### src/rtl/vsg_pkg.sv
package vsg_pkg;

  typedef struct packed {
    logic [1:0] skew;   // [7:6] pixel skew of hsync and events
    logic [1:0] fsel;   // [5:4] field offset (mode 1) or vsync width (mode 2)
    logic [1:0] dsel;   // [3:2] event offset after hsync start
    logic [1:0] wsel;   // [1:0] hsync width
  } tcfg_t;

  function automatic logic [7:0] pulse_len(input logic [1:0] code);
    case (code)
      2'd0:    pulse_len = 8'd1;
      2'd1:    pulse_len = 8'd4;
      2'd2:    pulse_len = 8'd16;
      default: pulse_len = 8'd128;
    endcase
  endfunction

  function automatic logic [7:0] delay_len(input logic [1:0] code);
    case (code)
      2'd0:    delay_len = 8'd0;
      2'd1:    delay_len = 8'd4;
      2'd2:    delay_len = 8'd8;
      default: delay_len = 8'd16;
    endcase
  endfunction

endpackage

### src/rtl/vsg_regs.sv
module vsg_regs
  import vsg_pkg::*;
#(
  parameter logic [7:0] REG_ADDR = 8'h08
) (
  input  logic       clk,
  input  logic       rst,
  input  logic       we,
  input  logic [7:0] addr,
  input  logic [7:0] wdata,
  input  logic       line_end,
  output logic [7:0] rdata,
  output tcfg_t      cfg
);

  logic [7:0] shadow;

  always_ff @(posedge clk) begin
    if (rst) begin
      shadow <= '0;
      cfg    <= '0;
      rdata  <= '0;
    end else begin
      if (line_end) cfg <= tcfg_t'(shadow);
      if (we && addr == REG_ADDR) shadow <= wdata;
      rdata <= (addr == REG_ADDR) ? shadow : 8'h00;
    end
  end

endmodule

### src/rtl/vsg_count.sv
module vsg_count #(
  parameter int PPL = 864,
  parameter int LPF = 625,
  localparam int PW = $clog2(PPL),
  localparam int LW = $clog2(LPF + 1)
) (
  input  logic          clk,
  input  logic          rst,
  input  logic          pix_en,
  output logic [PW-1:0] pix,
  output logic [LW-1:0] line,
  output logic          line_end
);

  assign line_end = pix_en && (pix == PW'(PPL - 1));

  always_ff @(posedge clk) begin
    if (rst) begin
      pix  <= '0;
      line <= LW'(1);
    end else if (pix_en) begin
      if (pix == PW'(PPL - 1)) begin
        pix  <= '0;
        line <= (line == LW'(LPF)) ? LW'(1) : line + LW'(1);
      end else begin
        pix <= pix + PW'(1);
      end
    end
  end

endmodule

### src/rtl/vsg_pulse.sv
module vsg_pulse
  import vsg_pkg::*;
#(
  parameter int PPL = 864,
  parameter int LPF = 625,
  localparam int PW = $clog2(PPL),
  localparam int LW = $clog2(LPF + 1),
  localparam int SW = PW + 2,
  localparam int F2LINE = (LPF + 1) / 2 + 1,
  localparam int V2LINE = (LPF + 1) / 2
) (
  input  logic          clk,
  input  logic          rst,
  input  logic          mode,
  input  tcfg_t         cfg,
  input  logic [PW-1:0] pix,
  input  logic [LW-1:0] line,
  output logic          hsync_o,
  output logic          fv_o,
  output logic [LW-1:0] line_o,
  output logic [PW-1:0] pix_o
);

  localparam logic [SW-1:0] HALF = SW'(PPL / 2);

  logic [SW-1:0] p, hs0, hs1, ev, rise, vlen, v2s;
  logic          hs_now, vs_now, fset, fclr, field_q, field_nx;

  always_comb begin
    p      = SW'(pix);
    hs0    = SW'(cfg.skew);
    hs1    = hs0 + SW'(pulse_len(cfg.wsel));
    ev     = hs0 + SW'(delay_len(cfg.dsel));
    rise   = cfg.fsel[0] ? ev + HALF : ev;
    vlen   = SW'(pulse_len(cfg.fsel));
    v2s    = ev + HALF;
    hs_now = (p >= hs0) && (p < hs1);
    vs_now = ((line == LW'(1)) && (p >= ev) && (p < ev + vlen)) ||
             ((line == LW'(V2LINE)) && (p >= v2s) && (p < v2s + vlen));
    fset   = (line == LW'(F2LINE)) && (p == rise);
    fclr   = (line == LW'(1)) && (p == ev);
    field_nx = fset ? 1'b1 : (fclr ? 1'b0 : field_q);
  end

  always_ff @(posedge clk) begin
    if (rst) begin
      field_q <= 1'b0;
      hsync_o <= 1'b0;
      fv_o    <= 1'b0;
      line_o  <= LW'(1);
      pix_o   <= '0;
    end else begin
      field_q <= field_nx;
      hsync_o <= hs_now;
      fv_o    <= mode ? vs_now : field_nx;
      line_o  <= line;
      pix_o   <= pix;
    end
  end

endmodule

### src/rtl/vsg_master.sv
module vsg_master
  import vsg_pkg::*;
#(
  parameter int PPL = 864,
  parameter int LPF = 625,
  parameter logic [7:0] REG_ADDR = 8'h08,
  localparam int PW = $clog2(PPL),
  localparam int LW = $clog2(LPF + 1)
) (
  input  logic          clk,
  input  logic          rst,
  input  logic          pix_en,
  input  logic          mode_i,
  input  logic          reg_we,
  input  logic [7:0]    reg_addr,
  input  logic [7:0]    reg_wdata,
  output logic [7:0]    reg_rdata,
  output logic          hsync_o,
  output logic          fv_o,
  output logic [LW-1:0] line_o,
  output logic [PW-1:0] pix_o
);

  tcfg_t         cfg;
  logic [PW-1:0] pix_q;
  logic [LW-1:0] line_q;
  logic          line_end;

  vsg_count #(.PPL(PPL), .LPF(LPF)) u_count (
    .clk(clk), .rst(rst), .pix_en(pix_en),
    .pix(pix_q), .line(line_q), .line_end(line_end)
  );

  vsg_regs #(.REG_ADDR(REG_ADDR)) u_regs (
    .clk(clk), .rst(rst), .we(reg_we), .addr(reg_addr), .wdata(reg_wdata),
    .line_end(line_end), .rdata(reg_rdata), .cfg(cfg)
  );

  vsg_pulse #(.PPL(PPL), .LPF(LPF)) u_pulse (
    .clk(clk), .rst(rst), .mode(mode_i), .cfg(cfg),
    .pix(pix_q), .line(line_q),
    .hsync_o(hsync_o), .fv_o(fv_o), .line_o(line_o), .pix_o(pix_o)
  );

endmodule

### config.mk
export PLATFORM = sky130hd
export DESIGN_NAME = vsg_master
export DESIGN_NICKNAME = d
export VERILOG_FILES = /design/src/rtl/vsg_pkg.sv /design/src/rtl/vsg_regs.sv /design/src/rtl/vsg_count.sv /design/src/rtl/vsg_pulse.sv /design/src/rtl/vsg_master.sv
export SDC_FILE = /design/constraint.sdc
export NUM_CORES = 1
export LEC_CHECK = 0
export BUFFER_PORTS_ARGS = -buffer_cell sky130_fd_sc_hd__buf_2
export CORE_MARGIN = 2
export CORE_UTILIZATION = 40
export CTS_CLUSTER_SIZE = 20
export DETAILED_ROUTE_END_ITERATION = 10
export SLEW_MARGIN = 0
export SYNTH_ARGS = -nofsm -noshare
export SYNTH_HDL_FRONTEND = slang
export SYNTH_SLANG_ARGS = --single-unit
### constraint.sdc
create_clock -name clk -period 2.6 [get_ports clk]
set_input_delay 0.52 -clock clk [delete_from_list [all_inputs] [get_ports clk]]
set_output_delay 0.52 -clock clk [all_outputs]
set_load 0.1 [all_outputs]
==> results.yml, run 1 <==
floorplanning:
  dieArea_um2: 9090
  fp.dieH_um: 95.4
  start_util_pct: 41.0
  die_x_um: 95.4
  core_um2: 8130
  ioPinCount: 51
  rows: 33
placed_design:
  place_hpwl_mm: 5.89
  globalplace.congestion: 0.850
  io_buffers: 50
  pre_cts_slack_ns: -0.213
sta:
  fin_crit_sh_pct: 102
  timing.slew.headroom_pct: 65.2
  clock.fmax_mhz: 378
  rsz0062_at_grt: "true"
  slew_viol_final: 0
  finalHoldWorstSlack_ns: 0.417
  finalWorstSetupSlack_ns: -0.0444
  fin_crit_ns: 2.64
  setup_viol: 1
  tightest_slew_ns: 0.521
  hold_viol: 0
  skew_ns: 0.00685
  fin_setup_tns_ns: -0.0444
setup_path:
  required_ns: 2.87
  worstPathMaxFanout: 5
  critical_path_arrival_ns: 2.91
  path_cells: "nor2_1, ha_2, ha_2, a21oi_2, nor2_2, xor2_1, ha_1, a211o_1, a2111o_1, o41a_1, a211oi_2"
  r2r_start: "u_regs.cfg[5]$_SDFFE_PP0P_"
  start_kind: "flop"
  end_kind: "flop"
  cpMostUsedCell: "ha_2"
  slowest_stage: "dfxtp_4"
  crit_type: "flop to flop"
  startpoint: "u_regs.cfg[5]$_SDFFE_PP0P_"
  slowest_delay_ns: 0.37
routing:
  viasPerCell: 5.13
  antenna_left: 0
  route.vias.total: 2852
  avgRoutedWirePerCell_um: 14.1
  drtIter0Drc: 91
  drt-total-wl_mm: 7.84
  firstDrtPassIters: 4
  route.detailed.drc: 0
power_and_ir_drop:
  p_leak_uw: 0.00193
  ir_drop_uv: 193
  power.total_uw: 2010
  power.density_nw_per_um2: 482
synth:
  ys_ff_latch: 67
  syn-num-nets: 424
  async_flop_share_pct: 0
  postSynthCellCount: 367
  yosys_most_used_dff: "dfxtp_1"
  synth_edf_count: 0
  ys_seq_area_share_pct: 40.2
  yosysWarnings: 0
  syn_avg_cell_area_um2: 9.10
  synthDistinctLibCells: 47
  synth_area_um2: 3340
finish:
  area_growth_syn_to_layout_pct: 25.3
  drive_gt1_share_pct: 26.2
  fin_nets: 505
  antenna_cells: 0
  fillCellCount: 760
flow_run:
  maxCapViolations: 0
global_routing:
  grt_pass1_vias: 2772
  met3_usage_pct: 3.87
  use_met2_pct: 29.3
  grtUsageTotal_pct: 19.3
  grt_max_degree: 24
  grt_first_pass_wirelength_mm: 13.5
  top_usage_layer: "met2"
  antenna_found_initial: 0
  grtUsageMet1_pct: 25.4
  overflow: 0
status:
  violations: "setup timing"
  status: "finished, violations left"
clock_tree:
  cts_buffers: 9
  cts_buffer_depth: 2
  cts.clk_slew.worst_paths_ns: 0.07
  cts_hold_buf: 0
  cts_sinks: 67
  cts_tree: "built"
  clk_root_buffer_cell: "clkbuf_8"
  cts-htree-levels: 3
  clk_latency_ns: 0.34
hold_path:
  hp-class: "input pin to flop"
  hp-start: "reg_wdata[5]"
Yosys cell counts (all sizes together) (2+ instances only):
library cell   n  area [µm²]
nand2b         9        56.3
nor4b          2        17.5
nand2         36         135
nand3         10        50.1
or2            2        12.5
nor2b         18         113
a21o           2        15.0
a2111o         3        33.8
and2           9        56.3
o21ai          8        40.0
o21a           2        15.0
and4           3        26.3
nand4          5        31.3
a21oi         17        85.1
clkbuf        10        38.8
nor4           5        31.3
mux2i          9        90.1
or4            3        22.5
nor3           7        35.0
ha            36         450
xor2          11        96.3
and3           4        26.3
a31oi          3        18.8
or3            2        12.5
nor2          35         131
dfxtp         67        1340
nand4b         2        17.5
a211oi         2        15.0
xnor2         13         114
inv           17        63.8
cell usage in the layout (no fill, tap or decap), types with 3 or more instances in the layout:
| master | instances |
|---|---|
| and2_1 | 9 |
| buf_4 | 30 |
| xnor2_1 | 13 |
| xor2_1 | 11 |
| inv_1 | 15 |
| a2111o_1 | 3 |
| nor3_1 | 6 |
| and3_1 | 3 |
| a21oi_1 | 14 |
| and4_1 | 3 |
| buf_2 | 50 |
| nand2_1 | 36 |
| nor2_1 | 34 |
| nand3_1 | 10 |
| o21ai_0 | 6 |
| dfxtp_1 | 63 |
| nor4_1 | 5 |
| clkbuf_8 | 10 |
| nor2b_1 | 17 |
| nand2b_1 | 7 |
| dfxtp_2 | 3 |
| ha_1 | 33 |
| mux2i_1 | 9 |
| a21oi_2 | 3 |
| or4_1 | 3 |
| nand4_1 | 5 |
repair_timing:
action / CTS / global route
setup endpoints to repair: 1 / 1
pin swaps: 7 / 2
buffers inserted: 1 / 1
resized for setup: 17 / 3
routing by layer:
| layer | up-vias | share of wire [%] |
|---|---|---|
| met3 | 21 | 5.5 |
| met5 | - | 0 |
| met4 | 0 | 3.9 |
| met1 | 1309 | 47 |
| met2 | 88 | 44 |
| li1 | 1434 | - |
power by group:
part / total [µW] / leakage (µW) / internal (µW) / switching [µW]
sequential: 1040 / 0.000543 / 1030 / 9.44
clock: 823 / 0.0000885 / 459 / 364
combinational: 147 / 0.00130 / 52.1 / 94.8
cell families after synthesis:
| family | synth area share, % |
|---|---|
| AO/OA/AOI/OAI | 9.41 |
| XOR/XNOR | 6.30 |
| adder cells (fa/ha/maj) | 13.5 |
| buffers and inverters | 3.07 |
| flip-flops | 40.2 |
| multiplexers | 2.70 |
| AND/OR/NAND/NOR | 24.9 |
path summary, 6_finish.rpt:
check                                       end  slack, ns  depth (start not counted)
setup reg to reg        u_pulse.fv_o$_SDFF_PP0_      -0.04                         11
setup / recovery        u_pulse.fv_o$_SDFF_PP0_      -0.04                         11
hold / removal    u_regs.shadow[5]$_SDFFE_PP0P_       0.42                          3
hold reg to reg      u_regs.cfg[5]$_SDFFE_PP0P_       0.47                          2
worst max-delay path, delay by kind of cell, from the launching register on:
family / cells / cell delay (ns)
AO/OA/AOI/OAI: 5 / 1.28
XOR/XNOR: 1 / 0.09
AND/OR/NAND/NOR: 2 / 0.24
adder cells (fa/ha/maj): 3 / 0.60
flip-flops: 1 / 0.37
final cells by class:
| class | count | area (µm²) | share of cell area (%) |
|---|---|---|---|
| clock buffer | 12 | 145 | 3.47 |
| clock inverter | 2 | 37.5 | 0.898 |
| inverter | 17 | 63.8 | 1.53 |
| multi-input combinational | 273 | 1980 | 47.3 |
| sequential | 67 | 1350 | 32.3 |
| tap | 105 | 131 | 3.14 |
| timing repair buffer | 80 | 475 | 11.4 |
flip-flops by register name (all words and copies together) (netlist names):
| register | cells |
|---|---|
| u_count.line | 10 |
| u_count.pix | 10 |
| u_pulse.line_o | 10 |
| u_pulse.pix_o | 10 |
| u_regs.cfg | 8 |
| u_regs.rdata | 8 |
| u_regs.shadow | 8 |
| u_pulse.field_q | 1 |
| u_pulse.fv_o | 1 |
| u_pulse.hsync_o | 1 |
through the flow:
stage / instances / area (µm²) / util (%)
global placement: 540 / 3920 / 48.2
finish: 556 / 4180 / 51.4
detailed placement: 540 / 3920 / 48.2
CTS: 555 / 4170 / 51.2
floorplan: 367 / 3370 / -
global route: 556 / 4180 / 51.4
(Power assumes the default switching activity.)
==> run 2: changes to the inputs <==
--- a/config.mk
+++ b/config.mk
@@ -10,6 +10,7 @@
 export CORE_UTILIZATION = 40
 export CTS_CLUSTER_SIZE = 20
 export DETAILED_ROUTE_END_ITERATION = 10
+export GPL_TIMING_DRIVEN = 0
 export SLEW_MARGIN = 0
 export SYNTH_ARGS = -nofsm -noshare
 export SYNTH_HDL_FRONTEND = slang
==> run 2 against run 1 <==
The run still ends with setup timing left. Wire length is 3.3% lower. Flip-flop and latch count unchanged. Setup slack worse by 0.094 ns. Global-route usage decreased by 1.2 points. Combinational power down 8%. Total power fell by 4.2%. Clock power is 8.7% lower. Fmax is 3.4% lower. Sequential share of layout area grew 1.6 points. Via count decreased by 4.5%. Critical path depth shrank 1. Critical path type unchanged. Critical endpoint unchanged. Largest cell class unchanged.
==> results.yml, run 2 (synthesized netlist as in run 1, its figures left out) <==
sta:
  fin_crit_ns: 2.74
  skew_ns: 0.0114
  hold_viol: 0
  rsz0062_at_grt: "true"
  slew_viol_final: 0
  timing.slew.headroom_pct: 57.5
  setup_viol: 1
  tightest_slew_ns: 0.637
  fin_crit_sh_pct: 105
  clock.fmax_mhz: 365
  finalWorstSetupSlack_ns: -0.138
global_routing:
  grt_first_pass_wirelength_mm: 12.8
  overflow: 0
  grt_max_degree: 12
  antenna_found_initial: 0
  grt_pass1_vias: 2557
  grtUsageTotal_pct: 18.2
placed_design:
  post_dp_cell_area_um2: 3750
  globalplace.congestion: 0.904
  place_hpwl_mm: 5.57
  io_buffers: 50
  pre_cts_slack_ns: -0.406
finish:
  drive_gt1_share_pct: 20.8
  fillCellCount: 802
  fin_nets: 489
  layout_common_cells: "dfxtp_1, buf_2, nand2_1"
  final_common_cell: "dfxtp_1"
  fin_area_um2: 4000
  antenna_cells: 0
  area_growth_syn_to_layout_pct: 19.9
routing:
  viasPerCell: 5.02
  avgRoutedWirePerCell_um: 14.0
  antenna_left: 0
  firstDrtPassIters: 4
  drtIter0Drc: 106
  route.vias.total: 2723
  drt-total-wl_mm: 7.58
  route.detailed.drc: 0
flow_run:
  maxCapViolations: 0
clock_tree:
  cts_tree: "built"
  cts_buffers: 9
  cts_sinks: 67
  clk_root_buffer_cell: "clkbuf_8"
  cts-htree-levels: 3
  cts_buffer_depth: 2
  clk_latency_ns: 0.35
  cts.clk_slew.worst_paths_ns: 0.07
power_and_ir_drop:
  ir_drop_uv: 323
  p_leak_uw: 0.00182
  power.density_nw_per_um2: 482
floorplanning:
  ioPinCount: 51
  die_x_um: 95.4
  core_um2: 8130
  start_util_pct: 41.0
  fp.dieH_um: 95.4
  rows: 33
  dieArea_um2: 9090
setup_path:
  worstPathMaxFanout: 5
  required_ns: 2.86
  end_kind: "flop"
  critical_path_arrival_ns: 2.99
  crit_type: "flop to flop"
  start_kind: "flop"
hold_path:
  hp-class: "input pin to flop"
status:
  status: "finished, violations left"
  violations: "setup timing"
==> run 2: cell types whose count changed in the layout (fill, tap and decap cells not counted), moves of 2 or more <==
cell | before | now
a21oi_1 | 14 | 16
a21oi_2 | 3 | 1
buf_4 | 30 | 4
clkbuf_1 | 2 | 11
clkinv_2 | 0 | 3
dfxtp_2 | 3 | 1
dfxtp_4 | 1 | 3
==> run 2: area by class of cell <==
type,instances,area (µm²),area share (%)
plain buffers,10,38.8,0.969
clock buffers,11,131,3.28
multi-input cells,273,1970,49.3
clock inverters,5,30.0,0.750
repair buffers,54,280,7.00
inverters,17,63.8,1.59
well taps,105,131,3.28
flip-flops and latches,67,1350,33.8
==> run 2: path summary, 6_finish.rpt <==
kind,from,endpoint,slack (ns),cells after the start
worst max-delay path,u_regs.cfg[3]$_SDFFE_PP0P_,u_pulse.fv_o$_SDFF_PP0_,-0.14,10
worst min-delay path,reg_wdata[4],u_regs.shadow[4]$_SDFFE_PP0P_,0.40,3
worst max register to register,u_regs.cfg[3]$_SDFFE_PP0P_,u_pulse.fv_o$_SDFF_PP0_,-0.14,10
worst min register to register,u_regs.shadow[2]$_SDFFE_PP0P_,u_regs.cfg[2]$_SDFFE_PP0P_,0.46,2
==> run 2: where the power goes <==
part	total, µW	switching (µW)	leakage (µW)	internal [µW]
logic	135	90.8	0.00119	44.5
registers	1040	10.4	0.000544	1030
clock network	751	410	0.0000791	341
==> run 2: what timing repair did <==
| action | in CTS | in global routing |
|---|---|---|
| gates resized for setup | 15 | 3 |
| hold buffers | 0 | 0 |
| buffers inserted | 3 | 1 |
| setup endpoints to repair | 1 | 1 |
| pin swaps | 4 | 2 |
==> run 2: per-stage QoR <==
step | util, % | setup TNS, ns | hold slack, ns | total power, µW | std cells
after floorplan | - | 0 | 0.432 | 1160 | 367
after global placement | 46.1 | -0.391 | 0.457 | 1200 | 522
after detailed placement | 46.1 | -0.406 | 0.460 | 1200 | 522
after CTS | 49.0 | -0.184 | 0.399 | 1950 | 541
after global routing | 49.2 | -0.239 | 0.397 | 2010 | 542
final | 49.2 | -0.138 | 0.404 | 1930 | 542
==> run 2: worst max-delay path, stage by stage (launching register included) <==
cell,delay (ns)
dfxtp_4,0.35
buf_4,0.13
nand2_1,0.06
ha_1,0.34
nor3_2,0.19
nor2_1,0.06
ha_1,0.28
a211o_1,0.27
a2111o_1,0.40
o41a_1,0.33
a211oi_2,0.24
==> run 2: metal layers <==
metal / share of wire (%) / up-vias / wire, µm / global-route usage, %
met5: 0 / - / 0 / 0
met4: 1.8 / 0 / 140 / 6.64
met3: 4.8 / 12 / 365 / 4.27
met2: 44 / 68 / 3310 / 27.1
met1: 50 / 1235 / 3770 / 25.5
li1: - / 1408 / - / -
